`src/rtl/bsync_rx_pkg.sv`:
```
package bsync_rx_pkg;
   typedef enum logic [1:0] {
      ST_IDLE = 2'd0,
      ST_HUNT = 2'd1,
      ST_SYN2 = 2'd2,
      ST_SYNC = 2'd3
   } rx_state_e;
endpackage

```
`src/rtl/bsync_rx_shift.sv`:
```
module bsync_rx_shift #(
   parameter int W     = 8,
   parameter int CNT_W = 4
) (
   input  logic             clk,
   input  logic             rst_n,
   input  logic             shift_en,
   input  logic             clr,
   input  logic             din,
   output logic [W-1:0]     win_nxt,
   output logic [CNT_W-1:0] fill_nxt
);
   logic [W-1:0]     win_q;
   logic [CNT_W-1:0] fill_q;

   // newest bit enters at the top, so the oldest of the last L bits is bit W-L
   assign win_nxt  = {din, win_q[W-1:1]};
   assign fill_nxt = (fill_q == CNT_W'(W)) ? fill_q : fill_q + 1'b1;

   always_ff @(posedge clk or negedge rst_n) begin
      if (!rst_n) begin
         win_q  <= '0;
         fill_q <= '0;
      end else if (clr) begin
         fill_q <= '0;
      end else if (shift_en) begin
         win_q  <= win_nxt;
         fill_q <= fill_nxt;
      end
   end
endmodule

```
`src/rtl/bsync_rx_ctrl.sv`:
```
module bsync_rx_ctrl
   import bsync_rx_pkg::*;
#(
   parameter int CHAR_MIN   = 5,
   parameter int CHAR_MAX   = 8,
   parameter int LEN_W      = 2,
   parameter int CNT_W      = 4,
   parameter bit HAS_PARITY = 1'b1
) (
   input  logic                clk,
   input  logic                rst_n,
   input  logic                bit_stb,
   input  logic                en_on,
   input  logic                en_rise,
   input  logic                din,
   input  logic [LEN_W-1:0]    len_code,
   input  logic                parity_en,
   input  logic                parity_odd,
   input  logic                dbl_syn,
   input  logic                strip_en,
   input  logic                ext_mode,
   input  logic                ext_rise,
   input  logic [CHAR_MAX-1:0] syn1,
   input  logic [CHAR_MAX-1:0] syn2,
   input  logic [CHAR_MAX-1:0] win_nxt,
   input  logic [CNT_W-1:0]    fill_nxt,
   output logic                ld,
   output logic [CHAR_MAX-1:0] ld_data,
   output logic                ld_perr,
   output logic                syn_set,
   output rx_state_e           st_q
);
   localparam int W      = CHAR_MAX;
   localparam int NCODES = 2 ** LEN_W;

   logic [W-1:0]     chr_tab  [NCODES];
   logic [W-1:0]     mask_tab [NCODES];
   logic [CNT_W-1:0] len_tab  [NCODES];

   // one extractor per length code; codes past CHAR_MAX fold onto CHAR_MAX
   for (genvar g = 0; g < NCODES; g++) begin : g_len
      localparam int LG = (CHAR_MIN + g > CHAR_MAX) ? CHAR_MAX : CHAR_MIN + g;
      assign chr_tab[g]  = W'(win_nxt[W-1 -: LG]);
      assign mask_tab[g] = {W{1'b1}} >> (W - LG);
      assign len_tab[g]  = CNT_W'(LG);
   end

   logic par_on;
   if (HAS_PARITY) begin : g_par
      assign par_on = parity_en;
   end else begin : g_nopar
      assign par_on = 1'b0;
   end

   logic [W-1:0]     chr, syn1_m, syn2_m, cand_q, fdata;
   logic [CNT_W-1:0] len_c, frm_c, cnt_q;
   logic             pskip_q, pend_q, prev1_q;
   logic             live, hunt_hit, frame_done, is1, is2, syn2_ok;

   assign chr    = chr_tab[len_code];
   assign syn1_m = syn1 & mask_tab[len_code];
   assign syn2_m = syn2 & mask_tab[len_code];
   assign len_c  = len_tab[len_code];
   assign frm_c  = len_c + CNT_W'(par_on);

   // a bit that is neither an external-sync start nor a skipped parity bit
   assign live       = bit_stb && !pend_q && !pskip_q;
   assign hunt_hit   = live && (st_q == ST_HUNT) && !ext_mode &&
                       (fill_nxt >= len_c) && (chr == syn1_m);
   assign frame_done = live && ((st_q == ST_SYN2) || (st_q == ST_SYNC)) &&
                       (cnt_q == frm_c - 1'b1);
   assign fdata      = par_on ? cand_q : chr;
   assign is1        = (fdata == syn1_m);
   assign is2        = (fdata == syn2_m);
   assign syn2_ok    = frame_done && (st_q == ST_SYN2) && is2;

   always_comb begin
      syn_set = (bit_stb && pend_q) || (hunt_hit && !dbl_syn) || syn2_ok;
      ld      = 1'b0;
      if (frame_done && (st_q == ST_SYNC)) begin
         if (!ext_mode) begin
            if (dbl_syn ? (prev1_q && is2) : is1) syn_set = 1'b1;
            ld = !(strip_en && (is1 || (dbl_syn && is2)));
         end else begin
            ld = 1'b1;
         end
      end
   end

   assign ld_data = fdata;
   assign ld_perr = par_on && (^fdata ^ din ^ parity_odd);

   always_ff @(posedge clk or negedge rst_n) begin
      if (!rst_n) begin
         st_q    <= ST_IDLE;
         cnt_q   <= '0;
         cand_q  <= '0;
         pskip_q <= 1'b0;
         pend_q  <= 1'b0;
         prev1_q <= 1'b0;
      end else if (!en_on) begin
         st_q    <= ST_IDLE;
         pskip_q <= 1'b0;
         pend_q  <= 1'b0;
      end else if (en_rise) begin
         st_q    <= ST_HUNT;
         cnt_q   <= '0;
         pskip_q <= 1'b0;
         pend_q  <= 1'b0;
         prev1_q <= 1'b0;
      end else begin
         if (bit_stb) begin
            if (pend_q) begin
               // this bit is data bit 0 of the first character
               st_q    <= ST_SYNC;
               cnt_q   <= CNT_W'(1);
               pend_q  <= 1'b0;
               pskip_q <= 1'b0;
               prev1_q <= 1'b0;
            end else if (pskip_q) begin
               pskip_q <= 1'b0;
            end else if (st_q == ST_HUNT) begin
               if (hunt_hit) begin
                  st_q    <= dbl_syn ? ST_SYN2 : ST_SYNC;
                  cnt_q   <= '0;
                  pskip_q <= par_on;
                  prev1_q <= 1'b0;
               end
            end else if (st_q != ST_IDLE) begin
               if (cnt_q == len_c - 1'b1) cand_q <= chr;
               if (frame_done) begin
                  cnt_q <= '0;
                  if (st_q == ST_SYN2) st_q <= syn2_ok ? ST_SYNC : ST_HUNT;
                  else                 prev1_q <= is1;
               end else begin
                  cnt_q <= cnt_q + 1'b1;
               end
            end
         end
         if (ext_mode && ext_rise) pend_q <= 1'b1;
      end
   end
endmodule

```
`src/rtl/bsync_rx_hold.sv`:
```
module bsync_rx_hold #(
   parameter int W = 8
) (
   input  logic         clk,
   input  logic         rst_n,
   input  logic         ld,
   input  logic [W-1:0] ld_data,
   input  logic         ld_perr,
   input  logic         syn_set,
   input  logic         data_rd,
   input  logic         stat_rd,
   output logic [W-1:0] hold_data,
   output logic         rx_ready,
   output logic         parity_err,
   output logic         overrun_err,
   output logic         syn_det
);
   always_ff @(posedge clk or negedge rst_n) begin
      if (!rst_n) begin
         hold_data   <= '0;
         rx_ready    <= 1'b0;
         parity_err  <= 1'b0;
         overrun_err <= 1'b0;
         syn_det     <= 1'b0;
      end else begin
         if (ld) begin
            hold_data   <= ld_data;
            rx_ready    <= 1'b1;
            parity_err  <= ld_perr;
            overrun_err <= rx_ready && !data_rd;
         end else if (data_rd) begin
            rx_ready    <= 1'b0;
         end
         if (syn_set)      syn_det <= 1'b1;
         else if (stat_rd) syn_det <= 1'b0;
      end
   end
endmodule

```
`src/rtl/bsync_rx.sv`:
```
module bsync_rx
   import bsync_rx_pkg::*;
#(
   parameter int CHAR_MIN   = 5,
   parameter int CHAR_MAX   = 8,
   parameter int LEN_W      = 2,
   parameter bit HAS_PARITY = 1'b1
) (
   input  logic                clk,
   input  logic                rst_n,
   input  logic                rx_bit_en,
   input  logic                rx_data,
   input  logic                rx_enable,
   input  logic [CHAR_MAX-1:0] syn1,
   input  logic [CHAR_MAX-1:0] syn2,
   input  logic [LEN_W-1:0]    char_len,
   input  logic                parity_en,
   input  logic                parity_odd,
   input  logic                dbl_syn,
   input  logic                strip_en,
   input  logic                ext_mode,
   input  logic                ext_sync,
   input  logic                data_rd,
   input  logic                stat_rd,
   output logic [CHAR_MAX-1:0] hold_data,
   output logic                rx_ready,
   output logic                syn_det,
   output logic                parity_err,
   output logic                overrun_err
);
   localparam int CNT_W = $clog2(CHAR_MAX + 2);

   if (CHAR_MIN < 1 || CHAR_MIN > CHAR_MAX) begin : g_bad_len
      $error("bsync_rx: CHAR_MIN must lie in 1..CHAR_MAX");
   end
   if (CHAR_MAX - CHAR_MIN + 1 > 2 ** LEN_W) begin : g_bad_code
      $error("bsync_rx: LEN_W too narrow for the length range");
   end

   logic en_prev_q, ext_prev_q;
   logic en_rise, ext_rise, bit_stb;
   logic [CHAR_MAX-1:0] win_nxt, ld_data;
   logic [CNT_W-1:0]    fill_nxt;
   logic ld, ld_perr, syn_set;
   rx_state_e st_q;

   always_ff @(posedge clk or negedge rst_n) begin
      if (!rst_n) begin
         en_prev_q  <= 1'b0;
         ext_prev_q <= 1'b0;
      end else begin
         en_prev_q  <= rx_enable;
         ext_prev_q <= ext_sync;
      end
   end

   assign en_rise  = rx_enable && !en_prev_q;
   assign ext_rise = ext_sync && !ext_prev_q;
   assign bit_stb  = rx_bit_en && rx_enable && en_prev_q;

   bsync_rx_shift #(.W(CHAR_MAX), .CNT_W(CNT_W)) u_shift (
      .clk      (clk),
      .rst_n    (rst_n),
      .shift_en (bit_stb),
      .clr      (en_rise),
      .din      (rx_data),
      .win_nxt  (win_nxt),
      .fill_nxt (fill_nxt)
   );

   bsync_rx_ctrl #(
      .CHAR_MIN(CHAR_MIN), .CHAR_MAX(CHAR_MAX), .LEN_W(LEN_W),
      .CNT_W(CNT_W), .HAS_PARITY(HAS_PARITY)
   ) u_ctrl (
      .clk        (clk),
      .rst_n      (rst_n),
      .bit_stb    (bit_stb),
      .en_on      (rx_enable),
      .en_rise    (en_rise),
      .din        (rx_data),
      .len_code   (char_len),
      .parity_en  (parity_en),
      .parity_odd (parity_odd),
      .dbl_syn    (dbl_syn),
      .strip_en   (strip_en),
      .ext_mode   (ext_mode),
      .ext_rise   (ext_rise),
      .syn1       (syn1),
      .syn2       (syn2),
      .win_nxt    (win_nxt),
      .fill_nxt   (fill_nxt),
      .ld         (ld),
      .ld_data    (ld_data),
      .ld_perr    (ld_perr),
      .syn_set    (syn_set),
      .st_q       (st_q)
   );

   bsync_rx_hold #(.W(CHAR_MAX)) u_hold (
      .clk         (clk),
      .rst_n       (rst_n),
      .ld          (ld),
      .ld_data     (ld_data),
      .ld_perr     (ld_perr),
      .syn_set     (syn_set),
      .data_rd     (data_rd),
      .stat_rd     (stat_rd),
      .hold_data   (hold_data),
      .rx_ready    (rx_ready),
      .parity_err  (parity_err),
      .overrun_err (overrun_err),
      .syn_det     (syn_det)
   );
endmodule

```
`config.mk`:
```
export PLATFORM = sky130hd
export DESIGN_NAME = bsync_rx
export DESIGN_NICKNAME = d
export VERILOG_FILES = /design/src/rtl/bsync_rx_pkg.sv /design/src/rtl/bsync_rx_shift.sv /design/src/rtl/bsync_rx_ctrl.sv /design/src/rtl/bsync_rx_hold.sv /design/src/rtl/bsync_rx.sv
export SDC_FILE = /design/constraint.sdc
export NUM_CORES = 1
export LEC_CHECK = 0
export ABC_CLOCK_PERIOD_IN_PS = 5500
export CORE_ASPECT_RATIO = 1.4
export CORE_UTILIZATION = 45
export CTS_CLUSTER_SIZE = 28
export DETAILED_ROUTE_END_ITERATION = 12
export GPL_ROUTABILITY_DRIVEN = 0
export GPL_TIMING_DRIVEN = 0
export PLACE_DENSITY = 0.72
export SLEW_MARGIN = 20
export SYNTH_ARGS = -nofsm -noshare
export SYNTH_HDL_FRONTEND = slang
export SYNTH_SLANG_ARGS = --single-unit
```
`constraint.sdc`:
```
create_clock -name clk -period 5.5 [get_ports clk]
set_clock_uncertainty 0.2 [all_clocks]
set_input_delay 1.375 -clock clk [delete_from_list [all_inputs] [get_ports clk]]
set_output_delay 1.375 -clock clk [all_outputs]
set_load 0.02 [all_outputs]
```
## Word level (Yosys, flattened, before mapping)

Cells that the tools add are included.

| storage, ports and cells | value |
|---|---|
| bits in registers | 43 |
| input bits | 31 |
| output and inout bits | 12 |
| word-level logic and storage cells | 160 |

| operators by class | value |
|---|---|
| $add $sub $neg | 5 |
| $lt $le $gt $ge | 2 |
| eq/ne operators | 19 |
| muxes and demuxes | 63 |
| bitwise operators | 9 |
| reduce and logical (&&, ||, !) cells | 47 |

Operator list:

| kind | number |
|---|---|
| two-way mux 4 bit | 13 |
| two-way mux 8 bit | 5 |
| binary-select mux 8 bit (select 2 bit) | 2 |
| two-way mux 1 bit | 31 |
| == test 8 bit | 3 |
| logical AND 1 bit | 23 |
| two-way mux 2 bit | 11 |
| bitwise AND 8 bit | 2 |
| != test 5 x 1 -> 1 bit, second input constant | 3 |
| adder 4 x 1 -> 4 bit, second input constant | 2 |
| binary-select mux 4 bit (select 2 bit) | 1 |
| == test 4 bit | 2 |
| zero test 1 bit | 8 |
| != test 4 x 2 -> 1 bit, second input constant | 2 |
| AND reduction 8 bit | 1 |
| nonzero test 2 bit | 4 |
| nonzero test 4 bit | 2 |
| parity 8 bit | 1 |
| subtractor 4 x 1 -> 4 bit, second input constant | 2 |
| AND reduction 7 bit | 1 |
| AND reduction 6 bit | 1 |
| != test 5 x 3 -> 1 bit, second input constant | 1 |
| AND reduction 5 bit | 1 |
| adder 4 x 1 -> 4 bit | 1 |
| 14 further kinds | 22 |

## Longest topological paths before layout

| depth | value |
|---|---|
| word-level depth | 20 |
| mapped depth | 13 |
| gate-level depth less buffers | 13 |

## By module

From an unflattened synthesis, not the netlist that was laid out.

| unflattened totals | value |
|---|---|
| cell total of the unflattened synthesis | 302 |
| area, all modules | 3180.6 µm² |

Modules (own cells, without submodules):

| module | times used | cells each | area each (µm²) | seq. area each (µm²) |
|---|---|---|---|---|
| bsync_rx_ctrl | 1 | 223 | 2049.5 | 425.4 |
| bsync_rx_shift | 1 | 46 | 576.8 | 275.3 |
| bsync_rx_hold | 1 | 28 | 481.7 | 300.3 |
| bsync_rx | 1 | 5 | 72.6 | 50.0 |

## Worst setup path before layout

No wires, ideal clock.

| timing path | value |
|---|---|
| kind | input-to-reg |
| start | input port char_len[1] |
| end | register u_ctrl.st_q[0] |
| library setup time | 127 ps |
| data arrival time | 4034 ps |
| data required time | 5173 ps |
| setup slack | 1138 ps |
| cell stages on the path | 12 |
| path buffers | 2 |
| cell sequence | buf_4 buf_4 inv_1 ha_1 inv_1 ha_1 xor2_1 xnor2_1 a2111oi_1 a21oi_1 a41o_1 mux2_1 |

| between the ends | value |
|---|---|
| cells in the longest elaborated chain, start to end | 10 |
| elaborated cells on any way between the ends | 22 |
| classes of those cells | add/sub: 2; order compare: 1; eq/ne: 4; mux: 9; bitwise: 2; reduce/logical: 4 |

RTL lines:

| element | line | RTL |
|---|---|---|
| start, declared | bsync_rx.sv:16 | `input logic [LEN_W-1:0] char_len,` |
| NOT 2 -> 3 bit (not written as such) (*) | bsync_rx_ctrl.sv:60, bsync_rx_ctrl.sv:61, bsync_rx_ctrl.sv:63 |  |
| binary-select mux 4 bit (select 2 bit) | bsync_rx_ctrl.sv:63 | `assign len_c = len_tab[len_code];` |
| two-way mux 4 bit (not written as such) (2 in series) | bsync_rx_ctrl.sv:63 |  |
| adder 4 x 1 -> 4 bit | bsync_rx_ctrl.sv:64 | `assign frm_c = len_c + CNT_W'(par_on);` |
| subtractor 4 x 1 -> 4 bit | bsync_rx_ctrl.sv:71 | `(cnt_q == frm_c - 1'b1);` |
| == test 4 bit | bsync_rx_ctrl.sv:71 |  |
| logical AND 1 bit | bsync_rx_ctrl.sv:70 | `assign frame_done = live && ((st_q == ST_SYN2) \|\| (st_q == ST_SYNC)) &&` |
| != test 5 x 1 -> 1 bit (no source line) | n/a |  |
| AND reduction 6 bit (no source line) (*) | n/a |  |
| end signal, assigned | bsync_rx_ctrl.sv:124 | `st_q <= dbl_syn ? ST_SYN2 : ST_SYNC;` |
| end signal, assigned | bsync_rx_ctrl.sv:133 | `if (st_q == ST_SYN2) st_q <= syn2_ok ? ST_SYNC : ST_HUNT;` |
| end, declared | bsync_rx_ctrl.sv:31 | `output rx_state_e st_q` |

Mark *: on every way between the ends. The rest lies on a longest branch, timed or not. The select of a mux whose other input is x is not followed.
A chain may end at the register's enable or synchronous reset.

## Final worst setup path

Ends and elaborated chain as after synthesis.

==> impl_metrics.json <==
{
  "status": "completed",
  "grt_first_pass_wirelength_mm": 13.6,
  "synth_fp_nets": 387,
  "ys_ff_latch": 42,
  "drtIter0Drc": 131,
  "drv_cap": 0,
  "multi_input_area_sq_um": 2090,
  "syn_area_per_cell_sq_um": 9.78,
  "synthArstFlopShare_pct": 100,
  "ioPinCount": 43,
  "vdd_ir_drop_max_mv": 0.0954,
  "ys_warn_count": 0,
  "clkTransAtPathRegs_ns": 0.08,
  "drtPass1Iterations": 4,
  "fin_cells": 483,
  "postCtsHoldBufs": 0,
  "cts.path.max_buffers": 2,
  "drt-wirelength-per-cell_microns": 17.2,
  "postRouteAntennaNets": 0,
  "die_w_microns": 74.3,
  "routed_wl_mm": 8.29,
  "synth-simple-area-share_pct": 18.5,
  "maxSlewHeadroom_pct": 50.1,
  "regArea_sq_um": 1050,
  "p_int_uw": 580,
  "tightest_slew_ns": 0.746,
  "start_util_pct": 46.9,
  "via_per_inst": 5.71,
  "io_buffers": 42,
  "crit_path_max_fanout": 10,
  "power.share.combinational_pct": 33.8,
  "first_global_vias": 2779,
  "required_ns": 5.49,
  "nets": 437,
  "grt_usage_pct": 23.7,
  "n_fill_cell": 660,
  "synth_cells": 337,
  "synthAdderAreaFrac_pct": 7.21,
  "synth_compound_area_share_pct": 12.8,
  "synth_enable_flop_cells": 0,
  "worst_hold_slack_ns": 0.289,
  "power-per-cell-area_nw_per_um2": 226,
  "hpwl_mm": 6.54,
  "min_period_ns": 5.01,
  "arrival_ns": 5.00,
  "yosysSeqAreaShare_pct": 31.9,
  "dpl_cell_area_sq_um": 3850,
  "pwr-share-seq_pct": 42.0,
  "clock_power_share_pct": 24.3,
  "yosys-mux-area-fraction_pct": 14.8,
  "syn_area_sq_um": 3300,
  "worstSkewPairLatency_ns": 0.31,
  "drc_errors": 0,
  "cts_tree": "done",
  "cts_max_level": 2,
  "final_util_pct": 56.2,
  "antenna_found_initial": 0,
  "fin_area_sq_um": 3950,
  "placed_cells": 475,
  "critPathCaptureType": "flop",
  "die-area_sq_um": 7670,
  "worst-setup-path-type": "input port to flop",
  "holdCritPathClass": "flop to flop",
  "synthFlopType": "dfrtp_1",
  "rsz0062_at_grt": "false",
  "yosysUniqueCellTypes": 62,
  "finalSetupViolations": 0,
  "slew_viol_final": 0,
  "root_buffer": "clkbuf_8",
  "leakage_uw": 0.00173,
  "grt_max_degree": 26,
  "die_h_microns": 103,
  "areaGrowthSynthToFinish_pct": 19.7,
  "switching_share_pct": 35.0,
  "rows": 36,
  "n_antenna_cell": 0,
  "post_cts_buffers": 0,
  "fin_crit_sh_pct": 91.1,
  "max_freq_mhz": 200,
  "synth_top_family_by_area": "simple AND/OR/NAND/NOR gates",
  "vias": 2758,
  "setup_tns_ns": 0,
  "grt-ovfl-total": 0,
  "switchingPower_uw": 313,
  "core_area_sq_um": 7030,
  "final-hold-violation-count": 0,
  "clkSinkCount": 42,
  "synth_xor_area_share_pct": 9.98,
  "worstSetupStartpointType": "input port",
  "drive_above_1_share_pct": 11.9,
  "post_cts_resized": 0,
  "cts_buffers": 5
}
-- registers in the layout, summed over array words and instances (netlist names), 2 cells and up --
signal and count:
u_ctrl.st_q 2, u_hold.hold_data 8, u_ctrl.cnt_q 4, u_shift.win_q 7, u_ctrl.cand_q 8, u_shift.fill_q 4
-- critical path, cell delays in order --
cell,delay [ns]
clkdlybuf4s50_1,0.65
buf_4,0.25
buf_4,0.19
inv_1,0.09
ha_1,0.31
inv_1,0.07
ha_1,0.20
xor2_1,0.17
xnor2_1,0.15
a2111oi_2,0.72
a21oi_1,0.18
a41o_1,0.31
mux2_1,0.32
-- final timing paths --
| kind | from | to | slack, ns | cells after the start |
|---|---|---|---|---|
| max in group asynchronous | rst_n | u_hold.hold_data[6] | 3.80 | 2 |
| worst max-delay path | char_len[1] | u_ctrl.st_q[0] | 0.49 | 13 |
| worst max register to register | u_shift.fill_q[0] | u_ctrl.st_q[0] | 2.22 | 13 |
| min in group asynchronous | rst_n | u_ctrl.cand_q[2] | 0.80 | 1 |
| worst min register to register | u_ctrl.cand_q[7] | u_ctrl.cand_q[7] | 0.29 | 2 |
| worst min-delay path | u_ctrl.cand_q[7] | u_ctrl.cand_q[7] | 0.29 | 2 |
-- routing by layer --
| layer | GRT usage, % | vias to the layer above | part of all wire (%) |
|---|---|---|---|
| li1 | - | 1305 | - |
| met1 | 26.9 | 1339 | 40 |
| met2 | 42.9 | 88 | 52 |
| met3 | 3.39 | 26 | 3.5 |
| met4 | 12.0 | 0 | 4.2 |
| met5 | 0 | - | 0 |
-- cells by family after synthesis --
logic type               count (synthesis)
AO/OA/AOI/OAI                           55
XOR/XNOR                                36
flip-flops                              42
adder cells (fa/ha/maj)                 19
buffers and inverters                   33
AND/OR/NAND/NOR                        118
multiplexers                            34
-- cells in the final DEF (no fill, tap or decap), types with 10 or more instances in the layout --
cell type / synthesis / routed
dfrtp_1: 42 / 42
ha_1: 19 / 19
a21oi_1: 10 / 10
clkdlybuf4s50_1: 0 / 41
nand3_1: 10 / 10
nor2_1: 18 / 18
mux2i_1: 11 / 11
nand2_1: 40 / 40
inv_1: 20 / 20
xor2_1: 12 / 12
xnor2_1: 23 / 23
-- final cells by class --
| cell class | instances | share of cell area, % |
|---|---|---|
| inverters | 20 | 1.90 |
| flip-flops and latches | 42 | 26.6 |
| repair buffers | 43 | 11.0 |
| clock buffers | 7 | 2.19 |
| clock inverters | 1 | 0.127 |
| well taps | 95 | 3.01 |
| multi-input cells | 262 | 53.0 |
| plain buffers | 13 | 2.12 |
-- cell usage after synthesis (3+ instances only) --
cell type,n,area share (%)
xor2_1,12,3.2
mux2_4,4,1.8
nor3_1,3,0.46
nand2_1,40,4.6
and2_1,3,0.57
mux2i_4,4,2.7
ha_1,19,7.2
mux4_2,5,3.4
clkbuf_1,6,0.68
nand4_1,8,1.5
a41o_1,3,0.91
nand3_1,10,1.5
or2_2,4,0.76
buf_4,3,0.68
a21o_1,5,1.1
or3_1,3,0.57
o21ai_0,7,1.1
xnor2_1,23,6.1
o31ai_1,3,0.68
dfrtp_1,42,32
a21oi_1,10,1.5
nor2_1,18,2.0
mux2i_1,11,3.3
buf_6,3,1.0
mux2_2,8,2.7
nand2b_1,8,1.5
inv_1,20,2.3
nor2b_1,5,0.95
-- power groups by stage --
stage / Combinational (uW) / Clock (uW) / Sequential [uW]
global placement: 290 / 0 / 377
floorplan: 211 / 0 / 368
global route: 330 / 231 / 380
detailed placement: 299 / 0 / 380
finish: 302 / 217 / 375
CTS: 301 / 221 / 374
-- metrics by stage --
| step | power, uW | setup WS [ns] |
|---|---|---|
| 4_1_cts | 896 | 0.495 |
| 5_1_grt | 941 | 0.252 |
| 3_3_place_gp | 667 | -0.153 |
| 6_report | 893 | 0.489 |
| 3_5_place_dp | 679 | 0.185 |
| 2_1_floorplan | 579 | 1.14 |
Power figures use the tool's default switching activity.
